[config.mk]
export PLATFORM = sky130hd
export DESIGN_NAME = rz429_word_rx
export DESIGN_NICKNAME = d
export VERILOG_FILES = /design/src/rtl/rz429_pkg.sv /design/src/rtl/rz429_sync.sv /design/src/rtl/rz429_cell.sv /design/src/rtl/rz429_assemble.sv /design/src/rtl/rz429_word_rx.sv
export SDC_FILE = /design/constraint.sdc
export NUM_CORES = 1
export LEC_CHECK = 0
export ABC_AREA = 0
export ABC_CLOCK_PERIOD_IN_PS = 2900
export CORE_ASPECT_RATIO = 0.7
export CORE_UTILIZATION = 25
export CTS_CLUSTER_SIZE = 25
export DETAILED_ROUTE_END_ITERATION = 16
export PLACE_DENSITY = 0.51
export SLEW_MARGIN = 20
export SYNTH_ARGS = -nofsm -noshare
export SYNTH_HDL_FRONTEND = slang
export SYNTH_SLANG_ARGS = --single-unit
[constraint.sdc]
create_clock -name clk -period 2.9 [get_ports clk]
set_input_delay 0.58 -clock clk [delete_from_list [all_inputs] [get_ports clk]]
set_output_delay 0.58 -clock clk [all_outputs]
set_load 0.1 [all_outputs]
[src/rtl/rz429_pkg.sv]
package rz429_pkg;

    localparam int WORD_BITS  = 32;
    localparam int LABEL_BITS = 8;

    typedef enum logic [1:0] {
        CELL_NULL,
        CELL_QUAL,
        CELL_HOLD,
        CELL_FAULT
    } cell_state_t;

    typedef enum logic [1:0] {
        ASM_IDLE,
        ASM_COLLECT,
        ASM_DISCARD
    } asm_state_t;

    function automatic logic [LABEL_BITS-1:0] flip_octet(input logic [LABEL_BITS-1:0] v);
        logic [LABEL_BITS-1:0] r;
        for (int i = 0; i < LABEL_BITS; i++) begin
            r[i] = v[LABEL_BITS-1-i];
        end
        return r;
    endfunction

endpackage

[src/rtl/rz429_sync.sv]
module rz429_sync #(
    parameter int WIDTH  = 2,
    parameter int STAGES = 2
) (
    input  logic             clk,
    input  logic             rst_n,
    input  logic [WIDTH-1:0] din,
    output logic [WIDTH-1:0] dout
);
    localparam int CHAIN_W = WIDTH * STAGES;

    logic [CHAIN_W-1:0] chain;

    always_ff @(posedge clk or negedge rst_n) begin
        if (!rst_n) begin
            chain <= '0;
        end else begin
            chain <= {chain[CHAIN_W-WIDTH-1:0], din};
        end
    end

    assign dout = chain[CHAIN_W-1 -: WIDTH];
endmodule

[src/rtl/rz429_cell.sv]
module rz429_cell
    import rz429_pkg::*;
#(
    parameter int BIT_CLKS   = 500,
    parameter int MIN_STABLE = 3
) (
    input  logic clk,
    input  logic rst_n,
    input  logic hi_s,
    input  logic lo_s,
    output logic bit_evt,
    output logic bit_val,
    output logic gap_evt,
    output logic line_err
);
    localparam int GAP_CLKS = 2 * BIT_CLKS;
    localparam int CNT_W    = $clog2(GAP_CLKS + 1);
    localparam int ST_W     = $clog2(MIN_STABLE + 1);
    localparam logic [CNT_W-1:0] GAP_FULL = CNT_W'(GAP_CLKS);
    localparam logic [CNT_W-1:0] GAP_LAST = CNT_W'(GAP_CLKS - 1);
    localparam logic [ST_W-1:0]  ST_LAST  = ST_W'(MIN_STABLE - 1);

    cell_state_t      state, nxt;
    logic [CNT_W-1:0] null_cnt;
    logic [ST_W-1:0]  stab_cnt;
    logic             lvl_hi;
    logic             bit_d, gap_d, err_d;
    logic             any_lvl, both_lvl;

    assign any_lvl  = hi_s | lo_s;
    assign both_lvl = hi_s & lo_s;

    always_comb begin
        nxt   = state;
        bit_d = 1'b0;
        gap_d = 1'b0;
        err_d = 1'b0;
        unique case (state)
            CELL_NULL: begin
                if (both_lvl) begin
                    err_d = 1'b1;
                    nxt   = CELL_FAULT;
                end else if (any_lvl) begin
                    nxt = CELL_QUAL;
                end else if (null_cnt == GAP_LAST) begin
                    gap_d = 1'b1;
                end
            end
            CELL_QUAL: begin
                if (both_lvl) begin
                    err_d = 1'b1;
                    nxt   = CELL_FAULT;
                end else if (!any_lvl) begin
                    nxt = CELL_NULL;
                end else if (hi_s == lvl_hi && stab_cnt == ST_LAST) begin
                    bit_d = 1'b1;
                    nxt   = CELL_HOLD;
                end
            end
            CELL_HOLD: begin
                if (both_lvl) begin
                    err_d = 1'b1;
                    nxt   = CELL_FAULT;
                end else if (!any_lvl) begin
                    nxt = CELL_NULL;
                end
            end
            CELL_FAULT: begin
                if (!any_lvl) begin
                    nxt = CELL_NULL;
                end
            end
            default: nxt = CELL_NULL;
        endcase
    end

    always_ff @(posedge clk or negedge rst_n) begin
        if (!rst_n) begin
            state    <= CELL_NULL;
            null_cnt <= '0;
            stab_cnt <= '0;
            lvl_hi   <= 1'b0;
        end else begin
            state <= nxt;
            if (state == CELL_NULL && !any_lvl) begin
                null_cnt <= (null_cnt == GAP_FULL) ? null_cnt : null_cnt + 1'b1;
            end else begin
                null_cnt <= '0;
            end
            if (state != CELL_QUAL || hi_s != lvl_hi) begin
                stab_cnt <= ST_W'(1);
                lvl_hi   <= hi_s;
            end else begin
                stab_cnt <= stab_cnt + 1'b1;
            end
        end
    end

    always_ff @(posedge clk or negedge rst_n) begin
        if (!rst_n) begin
            bit_evt  <= 1'b0;
            bit_val  <= 1'b0;
            gap_evt  <= 1'b0;
            line_err <= 1'b0;
        end else begin
            bit_evt  <= bit_d;
            bit_val  <= bit_d ? hi_s : bit_val;
            gap_evt  <= gap_d;
            line_err <= err_d;
        end
    end

    // Level seen for three samples in a row before a bit is accepted (default MIN_STABLE)
    assert_bit_needs_stable_R7: assert property (@(posedge clk) disable iff (!rst_n)
        bit_evt |-> ($past(hi_s, 1) == $past(hi_s, 2)) && ($past(hi_s, 2) == $past(hi_s, 3))
                    && ($past(hi_s, 1) != $past(lo_s, 1)));

    assert_bit_level_R1: assert property (@(posedge clk) disable iff (!rst_n)
        bit_evt |-> bit_val == $past(hi_s));

    assert_gap_on_quiet_R8: assert property (@(posedge clk) disable iff (!rst_n)
        gap_evt |-> $past(!hi_s && !lo_s));

    assert_fault_flagged_R9: assert property (@(posedge clk) disable iff (!rst_n)
        (hi_s && lo_s && state != CELL_FAULT) |=> line_err);
endmodule

[src/rtl/rz429_assemble.sv]
module rz429_assemble
    import rz429_pkg::*;
(
    input  logic                 clk,
    input  logic                 rst_n,
    input  logic                 bit_evt,
    input  logic                 bit_val,
    input  logic                 gap_evt,
    input  logic                 line_err,
    input  logic                 label_as_sent,
    output logic                 word_valid,
    output logic [WORD_BITS-1:0] word_data,
    output logic                 parity_error,
    output logic                 length_error
);
    localparam int CNT_W = $clog2(WORD_BITS);
    localparam logic [CNT_W-1:0] CNT_LAST  = CNT_W'(WORD_BITS - 1);
    localparam logic [CNT_W-1:0] LABEL_CNT = CNT_W'(LABEL_BITS);
    localparam logic [CNT_W-1:0] LABEL_TOP = CNT_W'(LABEL_BITS - 1);

    asm_state_t           state, nxt;
    logic [CNT_W-1:0]     bit_cnt, cnt_d;
    logic [CNT_W-1:0]     idx;
    logic [WORD_BITS-1:0] shreg, nword, shown;
    logic                 load, emit, len_d;

    always_comb begin
        idx        = (bit_cnt < LABEL_CNT) ? (LABEL_TOP - bit_cnt) : bit_cnt;
        nword      = shreg;
        nword[idx] = bit_val;
        shown      = label_as_sent ? {nword[WORD_BITS-1:LABEL_BITS], flip_octet(nword[LABEL_BITS-1:0])}
                                   : nword;
    end

    always_comb begin
        nxt   = state;
        cnt_d = bit_cnt;
        load  = 1'b0;
        emit  = 1'b0;
        len_d = 1'b0;
        if (line_err) begin
            nxt   = ASM_DISCARD;
            cnt_d = '0;
        end else begin
            unique case (state)
                ASM_IDLE: begin
                    if (bit_evt) begin
                        load  = 1'b1;
                        cnt_d = CNT_W'(1);
                        nxt   = ASM_COLLECT;
                    end
                end
                ASM_COLLECT: begin
                    if (bit_evt) begin
                        load = 1'b1;
                        if (bit_cnt == CNT_LAST) begin
                            emit  = 1'b1;
                            cnt_d = '0;
                            nxt   = ASM_IDLE;
                        end else begin
                            cnt_d = bit_cnt + 1'b1;
                        end
                    end else if (gap_evt) begin
                        len_d = 1'b1;
                        cnt_d = '0;
                        nxt   = ASM_IDLE;
                    end
                end
                ASM_DISCARD: begin
                    if (gap_evt) begin
                        nxt = ASM_IDLE;
                    end
                end
                default: nxt = ASM_IDLE;
            endcase
        end
    end

    always_ff @(posedge clk or negedge rst_n) begin
        if (!rst_n) begin
            state   <= ASM_IDLE;
            bit_cnt <= '0;
            shreg   <= '0;
        end else begin
            state   <= nxt;
            bit_cnt <= cnt_d;
            if (load) begin
                shreg <= nword;
            end
        end
    end

    always_ff @(posedge clk or negedge rst_n) begin
        if (!rst_n) begin
            word_valid   <= 1'b0;
            word_data    <= '0;
            parity_error <= 1'b0;
            length_error <= 1'b0;
        end else begin
            word_valid   <= emit;
            word_data    <= emit ? shown : word_data;
            parity_error <= emit & ~(^nword);
            length_error <= len_d;
        end
    end

    assert_valid_after_bit_R6: assert property (@(posedge clk) disable iff (!rst_n)
        word_valid |-> $past(bit_evt));

    assert_valid_one_clock_R6: assert property (@(posedge clk) disable iff (!rst_n)
        word_valid |=> !word_valid);

    assert_parity_with_valid_R5: assert property (@(posedge clk) disable iff (!rst_n)
        parity_error |-> word_valid);

    assert_length_after_gap_R8: assert property (@(posedge clk) disable iff (!rst_n)
        length_error |-> ($past(gap_evt) && !word_valid));

    assert_abort_no_valid_R9: assert property (@(posedge clk) disable iff (!rst_n)
        line_err |=> !word_valid);
endmodule

[src/rtl/rz429_word_rx.sv]
module rz429_word_rx
    import rz429_pkg::*;
#(
    parameter int BIT_CLKS    = 500,
    parameter int MIN_STABLE  = 3,
    parameter int SYNC_STAGES = 2
) (
    input  logic        clk,
    input  logic        rst_n,
    input  logic        line_hi,
    input  logic        line_lo,
    input  logic        label_as_sent,
    output logic        word_valid,
    output logic [31:0] word_data,
    output logic        parity_error,
    output logic        length_error,
    output logic        line_error
);
    logic [1:0] lines_s;
    logic       bit_evt, bit_val, gap_evt;

    rz429_sync #(.WIDTH(2), .STAGES(SYNC_STAGES)) u_sync (
        .clk  (clk),
        .rst_n(rst_n),
        .din  ({line_hi, line_lo}),
        .dout (lines_s)
    );

    rz429_cell #(.BIT_CLKS(BIT_CLKS), .MIN_STABLE(MIN_STABLE)) u_cell (
        .clk     (clk),
        .rst_n   (rst_n),
        .hi_s    (lines_s[1]),
        .lo_s    (lines_s[0]),
        .bit_evt (bit_evt),
        .bit_val (bit_val),
        .gap_evt (gap_evt),
        .line_err(line_error)
    );

    rz429_assemble u_asm (
        .clk          (clk),
        .rst_n        (rst_n),
        .bit_evt      (bit_evt),
        .bit_val      (bit_val),
        .gap_evt      (gap_evt),
        .line_err     (line_error),
        .label_as_sent(label_as_sent),
        .word_valid   (word_valid),
        .word_data    (word_data),
        .parity_error (parity_error),
        .length_error (length_error)
    );
endmodule

**Word level (Yosys, flattened, before mapping)**

Index checks and enable logic that the tools add are counted.

- Bits in registers: 97
- Input port bits: 5
- Output and inout port bits: 36
- Logic and storage cells: 108

- Add/subtract/negate cells: 4
- $lt $le $gt $ge: 3
- Equal/unequal tests: 18
- Multiplexer cells: 49
- Bitwise logic cells: 4
- Reductions and logical operators: 14

Operators with widths:

| kind | count |
|---|---|
| 32-bit bitwise mux | 1 |
| 32-bit XOR reduction | 1 |
| 5-bit 2-to-1 mux | 6 |
| 2-bit 2-to-1 mux | 13 |
| 1-bit 2-to-1 mux | 22 |
| 10-bit == test (second input constant) | 2 |
| 10-bit 2-to-1 mux | 2 |
| 10-bit by 1-bit adder with 10-bit output (second input constant) | 1 |
| 5-bit case mux with 2 select lines | 1 |
| 2-bit == test (second input constant) | 4 |
| 8-bit 2-to-1 mux | 1 |
| 4-bit != test (second input constant) | 2 |
| 2-bit case mux with 4 select lines | 1 |
| 5-bit by 6-bit < comparator with 1-bit output (second input constant) | 1 |
| 2-bit case mux with 3 select lines | 1 |
| 5-bit by 1-bit adder with 5-bit output (second input constant) | 1 |
| 1-bit demux with 5-bit select | 1 |
| 5-bit == test (second input constant) | 1 |
| 5-bit by 1-bit >= comparator with 1-bit output (second input constant) | 1 |
| 5-bit by 4-bit < comparator with 1-bit output (second input constant) | 1 |
| 3-bit by 5-bit subtractor with 5-bit output (first input constant) | 1 |
| 2-bit by 1-bit == test with 1-bit output (second input constant) | 2 |
| 2-bit zero test | 2 |
| 4-bit by 3-bit != test with 1-bit output (second input constant) | 1 |
| other kinds (18) | 22 |

**Depth between registers and ports, before layout**

Gate-level depths: netlist of the first run.

- Depth after elaboration: 10
- Mapped depth: 11
- Depth with buffers taken out: 9

**Cells and area by module**

A second synthesis of the first run with hierarchy kept.

- Cells, all modules: 628
- Area total of the unflattened synthesis: 5813.1 sq um

Modules (own cells, without submodules):

| module | times used | cells each | area an instance (sq um) | sequential area each (sq um) |
|---|---|---|---|---|
| rz429_assemble | 1 | 523 | 4703.3 | 1851.8 |
| rz429_cell | 1 | 99 | 994.7 | 475.5 |
| rz429_sync | 1 | 6 | 115.1 | 100.1 |

**Least setup slack after synthesis of the first run**

Ideal clock, no wire load.

- Path kind: register to register
- Start: register u_asm.bit_cnt[3]
- End: register u_asm.parity_error
- Setup time: 0.072 ns
- Data arrival time: 2.351 ns
- Required time: 2.828 ns
- Setup slack: 0.476 ns
- Cell stages (with the launch flop): 12
- Path buffers: 2
- Period minus slack after synthesis: 2.424 ns
- Cell sequence: dfrtp_1 > buf_6 > buf_6 > or3_4 > o22ai_4 > a22oi_1 > o22ai_1 > xnor2_1 > xnor2_1 > xnor2_1 > xnor3_1 > nor2_1

- Cells in the longest elaborated chain, start to end: 10
- Elaborated cells on any way between the ends: 17
- Those cells by class: add/sub: 1; order compare: 3; eq/ne: 1; mux: 8; bitwise: 2; reduce/logical: 2

RTL lines:

| what | RTL line | RTL |
|---|---|---|
| start: declaration | rz429_assemble.sv:22 | `logic [CNT_W-1:0] bit_cnt, cnt_d;` |
| start signal: assignment | rz429_assemble.sv:86 | `bit_cnt <= cnt_d;` |
| 3-bit by 5-bit subtractor with 5-bit output or 5-bit by 4-bit < comparator with 1-bit output (tied branches) | rz429_assemble.sv:28 | `idx = (bit_cnt < LABEL_CNT) ? (LABEL_TOP - bit_cnt) : bit_cnt;` |
| 5-bit 2-to-1 mux | rz429_assemble.sv:28 |  |
| 5-bit by 6-bit < comparator with 1-bit output (implied by the code) or 5-bit by 1-bit >= comparator with 1-bit output (tied branches) | rz429_assemble.sv:30 | `nword[idx] = bit_val;` |
| 1-bit logical AND (implied by the code) | rz429_assemble.sv:30 |  |
| 1-bit 2-to-1 mux (implied by the code) | rz429_assemble.sv:30 |  |
| 1-bit demux with 5-bit select | -- |  |
| 32-bit bitwise mux | rz429_assemble.sv:30 |  |
| 32-bit XOR reduction | rz429_assemble.sv:102 | `parity_error <= emit & ~(^nword);` |
| 1-bit inverter | rz429_assemble.sv:102 |  |
| 1-bit AND * | rz429_assemble.sv:102 |  |
| end signal: assignment | rz429_assemble.sv:102 |  |
| end: declaration | rz429_assemble.sv:13 | `output logic parity_error,` |

Mark *: on every way between the ends. The rest lies on a longest branch, timed or not.
A chain may end at the register's enable or synchronous reset.

**Final worst setup path of the first run**

- Start: register u_asm.bit_cnt[2]
- End: register u_asm.parity_error

Same word-level chain as after synthesis.

==> out/metrics.yaml, run 1 <==
initial_core_util: 0.256
muxShareOfSynthArea: 0.0606
synth_warnings: 0
clk_path_buf_depth: 2
die_w_um: 181
grt_setup_unrepaired: "no"
final.min_clock_period_ps: 2700
core-area_um2: 21800
synth_fp_nets: 645
setup_viol: 0
fin_ws_ps: 199
vias: 4501
tightest_slew_ps: 547
fmax_mhz: 370
run_status: "completed"
clk_pin_slew_ps: 70
cts_made_buffers: 9
tns_ps: 0
final-max-slew-violation-count: 0
cts_root_buf: "clkbuf_16"
drc: 0
grt_pass1_wl_um: 23900
grt_overflow: 0
detailedPlace.worstSlack_ps: 161
end_kind: "flop"
synthFlopType: "dfrtp_1"
crit_type: "reg -> reg"
hold_viol: 0
insertion_delay_ps: 360
fin_area_um2: 6660
crit_fanout: 13
grt_max_degree: 53
ios: 41
yosysSeqAreaShare: 0.435
r2r_setup_slack_ps: 200
critPathBufInv: 1
port_buffers: 40
slew-limit-headroom: 0.635
drtIter0Drc: 440
regArea_um2: 2430
multi_input_area_um2: 2910
yosys.cell_types.count: 65
synth_area_um2: 5580
synth_edf_count: 0
routed_wl_um: 14700
antenna_found_initial: 0
place_congestion: 0.830
synth_xor_area_frac: 0.0709
cp.required_ps: 3180
fin_nets: 694
worstPathArrival_ps: 2980
synth_top_family_by_area: "simple AND/OR/NAND/NOR gates"
async_reset_ff_frac: 1.00
htree_levels: 3
syn_inst: 633
synth_simple_gate_area_share: 0.219
p_leak_nw: 2.88
finalCritPeriodShare: 0.931
drive_gt1_frac: 0.163
synth_compound_area_frac: 0.155
drtPass1Iterations: 4
cap_violations: 0
cp_slowest_cell: "dfrtp_1"
crit_chain: "buf_4 -> nand3b_1 -> nor2_1 -> a221oi_1 -> o21ai_1 -> xnor2_1 -> xnor3_1 -> xnor2_1 -> xnor3_1 -> nor2_1"
layout_common_cells: "103 x nand2_1, 96 x dfrtp_1, 75 x buf_4, 71 x o21ai_0, 62 x nor2_1"
rows: 45
worst_clock_skew_ps: 7.75
die_y_um: 127
dp_hpwl_um: 10700
grt.total_usage: 0.135
cts_tree: "built"
dpl_cell_area_um2: 6380
synth.avg_cell_area_um2: 8.81
synth_fa_ha_area_frac: 0.0157
ir_worst_vdd_mv: 0.246
power_density_nw_per_um2: 430
final_antenna_net_count: 0
num_antenna_cells: 0
cpPeakStageDelay_ps: 650
num-fill-cells: 2296
first_global_vias: 4079
syn2layout_area_growth_pct: 19.4
whs_ps: 199
viasPerCell: 4.65
synth_seq_cells: 97
start_kind: "flop"
cts_sinks: 97
die_area_um2: 22900
layout_commonest_cell: "nand2_1"
cpLargestDelayFamily: "XOR/XNOR gates"
wl_per_cell_um: 15.2
hp-class: "in -> async"
cell usage after synthesis (3+ instances only):
cell,number,share of area
buf_1,4,0.0027
nand3b_1,3,0.0040
nor4_1,4,0.0045
and3_1,5,0.0056
nor2b_1,3,0.0034
o22ai_1,5,0.0056
nand2b_1,4,0.0045
a21oi_1,24,0.022
inv_1,10,0.0067
nand4_1,3,0.0034
buf_2,9,0.0081
o221ai_1,3,0.0047
clkbuf_1,24,0.016
or3_1,6,0.0067
ha_1,7,0.016
a221oi_1,5,0.0079
a31oi_1,5,0.0056
and2_1,3,0.0034
nand3_1,24,0.022
dfrtp_1,97,0.44
nor3b_1,4,0.0054
o21ai_0,71,0.064
o31ai_1,6,0.0081
mux2i_1,27,0.048
buf_6,3,0.0061
nor2_1,62,0.042
nand2_1,103,0.069
o21ai_1,3,0.0027
nor3_1,20,0.018
xor2_1,17,0.027
a32o_1,3,0.0054
xnor2_1,23,0.036
layer usage:
metal	track usage	part of all wire	wire, um	vias up
met2	0.152	0.35	5090	106
li1	-	-	-	2305
met3	0.0293	0.071	1040	5
met4	0.0427	0.0083	122	0
met1	0.231	0.57	8420	2085
met5	0	0	0	-
cell families (layout without fill, tap and decap cells):
family	Yosys count	in the layout
compound gates	142	142
flops	97	97
buf+inv	54	107
xor+xnor	42	42
fa+ha+maj	7	7
mux	31	31
simple gates	260	260
sequential cells by signal, summed over array words and instances (netlist names), 2 cells and up:
register         cells
u_asm.bit_cnt        5
u_asm.shreg         32
u_asm.state          2
u_asm.word_data     32
u_cell.null_cnt     10
u_cell.stab_cnt      2
u_cell.state         2
u_sync.chain         4
final cells by class:
class	count	area share
Sequential cell	97	0.365
Inverter	11	0.00620
Clock inverter	5	0.00620
Timing Repair Buffer	81	0.0981
Tap cell	282	0.0530
Multi-Input combinational cell	482	0.437
Clock buffer	10	0.0344
what timing repair did:
| item | CTS | global route |
|---|---|---|
| resized for setup | 0 | 2 |
| hold buffers | 0 | 0 |
| setup buffers | 0 | 0 |
| endpoints found under the setup margin | 0 | 1 |
path summary, 6_finish.rpt:
check / startpoint / to / cells past startpoint
hold reg to reg: u_sync.chain[1] / u_sync.chain[3] / 0
setup reg to reg: u_asm.bit_cnt[2] / u_asm.parity_error / 10
max in group asynchronous: rst_n / u_asm.word_data[24] / 2
hold / removal: rst_n / u_asm.word_data[8] / 1
setup / recovery: u_asm.bit_cnt[2] / u_asm.parity_error / 10
min in group clk: u_sync.chain[1] / u_sync.chain[3] / 0
power by group:
part | internal [mW] | switching, mW
logic | 0.112 | 0.184
registers | 1.38 | 0.0412
clock network | 0.587 | 0.558
per-stage QoR:
| step | utilization | std cells | total power, mW |
|---|---|---|---|
| floorplan | - | 633 | 1.64 |
| global placement | 0.293 | 953 | 1.75 |
| detailed placement | 0.293 | 953 | 1.75 |
| CTS | 0.305 | 968 | 2.91 |
| global route | 0.306 | 968 | 2.99 |
| finish | 0.306 | 968 | 2.86 |
(Power assumes the default switching activity.)
==> run 2, diff against run 1 <==
--- a/config.mk
+++ b/config.mk
@@ -7,11 +7,14 @@
 export LEC_CHECK = 0
 export ABC_AREA = 0
 export ABC_CLOCK_PERIOD_IN_PS = 2900
+export CELL_PAD_IN_SITES_DETAIL_PLACEMENT = 1
+export CELL_PAD_IN_SITES_GLOBAL_PLACEMENT = 2
 export CORE_ASPECT_RATIO = 0.7
 export CORE_UTILIZATION = 25
+export CTS_CLUSTER_DIAMETER = 80
 export CTS_CLUSTER_SIZE = 25
 export DETAILED_ROUTE_END_ITERATION = 16
-export PLACE_DENSITY = 0.51
+export PLACE_DENSITY = 0.68
 export SLEW_MARGIN = 20
 export SYNTH_ARGS = -nofsm -noshare
 export SYNTH_HDL_FRONTEND = slang
==> run 2 against run 1 <==
  * Cell count down 0.31%
  * Maximum frequency about the same
  * Largest cell class unchanged
  * Via count up 4.0%
  * Total power up 3.6%
  * Wire length up 12%
  * Global-route usage up 1.7 points
  * Highest routed layer unchanged
  * Utilization about the same
  * Clock-buffer cell count up 2
  * First-iteration DRC count down 29%
  * Combinational power up 2%
  * Sequential share of layout area about the same
==> out/metrics.yaml, run 2 (synthesis gave the netlist of run 1 again) <==
finalPower_mw: 2.97  # was 2.86 mW
layout_commonest_cell: "nand2_1"  # unchanged
end_kind: "flop"  # unchanged
cap_violations: 0  # unchanged
cpPeakStageDelay_ps: 510  # was 650 ps
wl_per_cell_um: 17.1  # was 15.2 um
cts_root_buf: "clkbuf_16"  # unchanged
setup_viol: 0  # unchanged
place_congestion: 0.798  # was 0.830
drtPass1Iterations: 4  # unchanged
grt_setup_unrepaired: "no"  # unchanged
seqPwrFrac: 0.480  # was 0.497
grt_overflow: 0  # unchanged
finalCritPeriodShare: 0.931  # about the same
slew-limit-headroom: 0.625  # was 0.635
crit_type: "reg -> reg"  # unchanged
vias: 4680  # was 4501
die_y_um: 127  # unchanged
crit_fanout: 10  # was 13
hp-class: "in -> async"  # unchanged
cp_slowest_cell: "dfrtp_1"  # unchanged
hold_viol: 0  # unchanged
fin_nets: 690  # was 694
antenna_found_initial: 0  # unchanged
grt_max_degree: 98  # was 53
drc: 0  # unchanged
switching_power_mw: 0.780  # was 0.783 mW
cts_sinks: 97  # unchanged
clk_path_buf_depth: 2  # unchanged
reg_top3: "u_asm.shreg (32), u_asm.word_data (32), u_cell.null_cnt (10)"  # unchanged
worst_clock_skew_ps: 8.80  # was 7.75 ps
p_int_mw: 2.19  # was 2.08 mW
num_antenna_cells: 0  # unchanged
fmax_mhz: 370  # about the same
ios: 41  # unchanged
detailedPlace.worstSlack_ps: 138  # was 161 ps
drtIter0Drc: 311  # was 440
grt.total_usage: 0.152  # was 0.135
ir_worst_vdd_mv: 0.273  # was 0.246 mV
initial_core_util: 0.256  # unchanged
tightest_slew_ps: 563  # was 547 ps
switching_share: 0.263  # was 0.273
htree_levels: 3  # unchanged
final-max-slew-violation-count: 0  # unchanged
core-area_um2: 21800  # unchanged
die_w_um: 181  # unchanged
final.min_clock_period_ps: 2700  # about the same
dp_hpwl_um: 12000  # was 10700 um
cts_made_buffers: 9  # unchanged
run_status: "completed"  # unchanged
start_kind: "flop"  # unchanged
tns_ps: 0  # unchanged
insertion_delay_ps: 350  # was 360 ps
cts_setup_buffers: 0  # unchanged
clkPwrFrac: 0.418  # was 0.400
syn2layout_area_growth_pct: 19.4  # about the same
drive_gt1_frac: 0.161  # was 0.163
crit_chain: "buf_4 -> nor3b_4 -> a21oi_2 -> a221o_1 -> xnor2_1 -> xnor3_1 -> xnor2_1 -> xnor3_1 -> nor2_1"  # was buf_4 -> nand3b_1 -> nor2_1 -> a221oi_1 -> o21ai_1 -> xnor2_1 -> xnor3_1 -> xnor2_1 -> xnor3_1 -> nor2_1
p_leak_nw: 2.86  # was 2.88 nW
die_area_um2: 22900  # unchanged
viasPerCell: 4.85  # was 4.65
layout_common_cells: "103 x nand2_1, 94 x dfrtp_1, 71 x o21ai_0, 71 x buf_4, 62 x nor2_1"  # was 103 x nand2_1, 96 x dfrtp_1, 75 x buf_4, 71 x o21ai_0, 62 x nor2_1
power_density_nw_per_um2: 446  # was 430 nW/um^2
final_antenna_net_count: 0  # unchanged
clk_pin_slew_ps: 70  # about the same
p_comb_frac: 0.101  # was 0.103
routed_wl_um: 16500  # was 14700 um
fin_ws_ps: 199  # about the same
cts_tree: "built"  # unchanged
port_buffers: 40  # unchanged
cp.required_ps: 3190  # was 3180 ps
grt_pass1_wl_um: 27100  # was 23900 um
first_global_vias: 4822  # was 4079
worstPathArrival_ps: 2990  # was 2980 ps
rows: 45  # unchanged
## run 2: changes by cell type in the layout (fill, tap and decap cells not counted), moves of 2 or more
cell | previous run | this run
dfrtp_2 | 1 | 3
dfrtp_1 | 96 | 94
clkinvlp_4 | 1 | 3
buf_4 | 75 | 71
## run 2: path summary, 6_finish.rpt
path                                       start                 end  slack, ps  depth (start not counted)
min in group clk                 u_sync.chain[1]     u_sync.chain[3]        360                          0
max in group asynchronous                  rst_n    u_asm.bit_cnt[4]       2180                          2
worst max-delay path            u_asm.bit_cnt[3]  u_asm.parity_error        200                          9
worst max register to register  u_asm.bit_cnt[3]  u_asm.parity_error        200                          9
worst min register to register   u_sync.chain[1]     u_sync.chain[3]        360                          0
worst min-delay path                       rst_n  u_cell.null_cnt[5]        290                          2
## run 2: repair_timing
item,4_1_cts,5_1_grt
hold buffers,0,0
setup endpoints to repair,0,1
gates resized for setup,0,4
## run 2: worst max-delay path, delay by kind of cell, from the launching register on
family / cells / cell delay, ps
flops: 1 / 510
buf+inv: 1 / 250
xor+xnor: 4 / 1040
compound gates: 2 / 490
simple gates: 2 / 330
## run 2: through the flow
stage / hold slack [ps] / area (um^2) / cells / util
final: 292 / 6660 / 965 / 0.306
after global routing: 329 / 6660 / 965 / 0.306
after CTS: 312 / 6650 / 965 / 0.305
after detailed placement: 345 / 6350 / 949 / 0.292
after global placement: 338 / 6350 / 949 / 0.292
after floorplan: 284 / 5580 / 633 / -
## run 2: power by group through the flow
stage | clock (mW) | combinational, mW | sequential, mW
global route | 1.34 | 0.335 | 1.43
CTS | 1.29 | 0.311 | 1.42
detailed placement | 0 | 0.311 | 1.45
finish | 1.24 | 0.301 | 1.42
floorplan | 0 | 0.192 | 1.44
global placement | 0 | 0.298 | 1.45
## run 2: routing by layer
| metal | global-route usage | routed length (um) |
|---|---|---|
| met4 | 0.0347 | 68 |
| met2 | 0.225 | 7130 |
| met5 | 0 | 0 |
| met3 | 0.0290 | 755 |
| met1 | 0.227 | 8540 |
## run 2: area by class of cell
type                       count  area [um^2]
fill                        2515        15100
multi-input combinational    482         2910
sequential                    97         2430
timing repair buffer          77          623
tap                          282          353
clock buffer                  12          246
clock inverter                 4         52.6
inverter                      11         41.3
==> run 3, diff against run 2 <==
--- a/config.mk
+++ b/config.mk
@@ -15,6 +15,7 @@
 export CTS_CLUSTER_SIZE = 25
 export DETAILED_ROUTE_END_ITERATION = 16
 export PLACE_DENSITY = 0.68
+export RECOVER_POWER = 25
 export SLEW_MARGIN = 20
 export SYNTH_ARGS = -nofsm -noshare
 export SYNTH_HDL_FRONTEND = slang
==> run 3 against run 2 <==
  * Clock skew about the same
  * Final area shrank 0.19%
  * Wire length about the same
  * Maximum frequency about the same
==> out/metrics.yaml, run 3 (synthesis gave the netlist of run 1 again) <==
final-max-slew-violation-count: 0  # unchanged
vias: 4684  # was 4680
first_global_vias: 4822  # unchanged
p_int_mw: 2.18  # was 2.19 mW
ir_worst_vdd_mv: 0.273  # about the same
cts_tree: "built"  # unchanged
end_kind: "flop"  # unchanged
insertion_delay_ps: 350  # about the same
fin_ws_ps: 198  # was 199 ps
cp_slowest_cell: "dfrtp_1"  # unchanged
p_comb_frac: 0.100  # was 0.101
layout_common_cells: "103 x nand2_1, 94 x dfrtp_1, 71 x o21ai_0, 70 x buf_4, 62 x nor2_1"  # was 103 x nand2_1, 94 x dfrtp_1, 71 x o21ai_0, 71 x buf_4, 62 x nor2_1
switching_share: 0.263  # about the same
final_antenna_net_count: 0  # unchanged
routed_wl_um: 16500  # about the same
seqPwrFrac: 0.481  # was 0.480
drtPass1Iterations: 4  # unchanged
critPathBufInv: 1  # unchanged
place_inst: 949  # unchanged
drive_gt1_frac: 0.161  # unchanged
wl_per_cell_um: 17.1  # about the same
final.min_clock_period_ps: 2700  # about the same
reg_top3: "u_asm.shreg (32), u_asm.word_data (32), u_cell.null_cnt (10)"  # unchanged
crit_fanout: 10  # unchanged
grt_setup_unrepaired: "no"  # unchanged
finalCritPeriodShare: 0.932  # was 0.931
cap_violations: 0  # unchanged
place_congestion: 0.798  # unchanged
worst_clock_skew_ps: 8.94  # was 8.80 ps
dp_hpwl_um: 12000  # unchanged
detailedPlace.worstSlack_ps: 138  # unchanged
drtIter0Drc: 310  # was 311
fin_cells: 965  # unchanged
die_y_um: 127  # unchanged
port_buffers: 40  # unchanged
cts_hold_buf: 0  # unchanged
crit_chain: "buf_4 -> nor3b_4 -> a21oi_2 -> a221o_1 -> xnor2_1 -> xnor3_1 -> xnor2_1 -> xnor3_1 -> nor2_1"  # unchanged
regArea_um2: 2430  # unchanged
power_density_nw_per_um2: 446  # about the same
viasPerCell: 4.85  # about the same
worstPathArrival_ps: 2990  # about the same
grt_overflow: 0  # unchanged
syn2layout_area_growth_pct: 19.2  # was 19.4%
hold_viol: 0  # unchanged
antenna_found_initial: 0  # unchanged
clkPwrFrac: 0.419  # was 0.418
grt.total_usage: 0.152  # unchanged
tightest_slew_ps: 1430  # was 563 ps
setup_viol: 0  # unchanged
switching_power_mw: 0.779  # was 0.780 mW
layout_commonest_cell: "nand2_1"  # unchanged
die_area_um2: 22900  # unchanged
run_status: "completed"  # unchanged
num_antenna_cells: 0  # unchanged
cts_root_buf: "clkbuf_16"  # unchanged
fmax_mhz: 370  # about the same
drc: 0  # unchanged
crit_type: "reg -> reg"  # unchanged
slew-limit-headroom: 0.0460  # was 0.625
cp.required_ps: 3190  # about the same
tns_ps: 0  # unchanged
die_w_um: 181  # unchanged
initial_core_util: 0.256  # unchanged
fin_nets: 690  # unchanged
ios: 41  # unchanged
rows: 45  # unchanged
cpLargestDelayFamily: "XOR/XNOR gates"  # unchanged
grt_pass1_wl_um: 27100  # unchanged
p_leak_nw: 2.86  # about the same
num-fill-cells: 2517  # was 2515
core-area_um2: 21800  # unchanged
cpPeakStageDelay_ps: 510  # about the same
htree_levels: 3  # unchanged
start_kind: "flop"  # unchanged
clk_path_buf_depth: 2  # unchanged
multi_input_area_um2: 2910  # unchanged
cts_made_buffers: 9  # unchanged
hp-class: "reg -> reg"  # was in -> async
grt_max_degree: 98  # unchanged
cts_sinks: 97  # unchanged
clk_pin_slew_ps: 70  # about the same
[run 3: changes by cell type in the layout (fill, tap and decap cells not counted)]
cell,before,now
clkbuf_4,0,2
dlygate4sd3_1,0,2
buf_4,71,70
clkdlybuf4s50_1,3,1
buf_12,3,2
[run 3: path summary, 6_finish.rpt]
check / slack [ps] / cells after the start / from / to
max: 200 / 9 / u_asm.bit_cnt[3] / u_asm.parity_error
min in group asynchronous: 700 / 2 / rst_n / u_cell.null_cnt[5]
max reg2reg: 200 / 9 / u_asm.bit_cnt[3] / u_asm.parity_error
min reg2reg: 360 / 0 / u_sync.chain[1] / u_sync.chain[3]
max in group asynchronous: 1240 / 2 / rst_n / u_asm.bit_cnt[4]
min: 360 / 0 / u_sync.chain[1] / u_sync.chain[3]
[run 3: cell type report]
cell class,instances,share of cell area
Inverter,11,0.00621
Clock buffer,12,0.0371
Timing Repair Buffer,77,0.0919
Multi-Input combinational cell,482,0.438
Tap cell,282,0.0531
Sequential cell,97,0.366
Clock inverter,4,0.00791
[run 3: power groups by stage]
stage	Sequential, mW	Combinational, mW	Clock, mW
after floorplan	1.44	0.192	0
after global placement	1.45	0.298	0
after detailed placement	1.45	0.311	0
after CTS	1.42	0.311	1.29
after global routing	1.43	0.332	1.34
final	1.42	0.298	1.24
[run 3: routing by layer]
metal / track usage / vias up / share of wire
li1: - / 2287 / -
met1: 0.227 / 2313 / 0.52
met2: 0.225 / 78 / 0.43
met3: 0.0290 / 6 / 0.046
met4: 0.0347 / 0 / 0.0041
met5: 0 / - / 0
[run 3: repair_timing]
item	CTS	global route
buffers inserted	0	0
setup endpoints to repair	0	1
gates resized for setup	0	4
[run 3: per-stage QoR]
| stage | power [mW] | hold slack, ps | cell area [um^2] | utilization |
|---|---|---|---|---|
| 2_1_floorplan | 1.64 | 284 | 5580 | - |
| 3_3_place_gp | 1.75 | 338 | 6350 | 0.292 |
| 3_5_place_dp | 1.76 | 345 | 6350 | 0.292 |
| 4_1_cts | 3.02 | 312 | 6650 | 0.305 |
| 5_1_grt | 3.10 | 372 | 6650 | 0.305 |
| 6_report | 2.96 | 358 | 6650 | 0.305 |
[run 3: worst reg2reg max path, cell delays in order (launching register included)]
cell and delay, ps:
dfrtp_1 510, buf_4 260, nor3b_4 250, a21oi_2 80
a221o_1 410, xnor2_1 190, xnor3_1 430, xnor2_1 190
xnor3_1 230, nor2_1 80
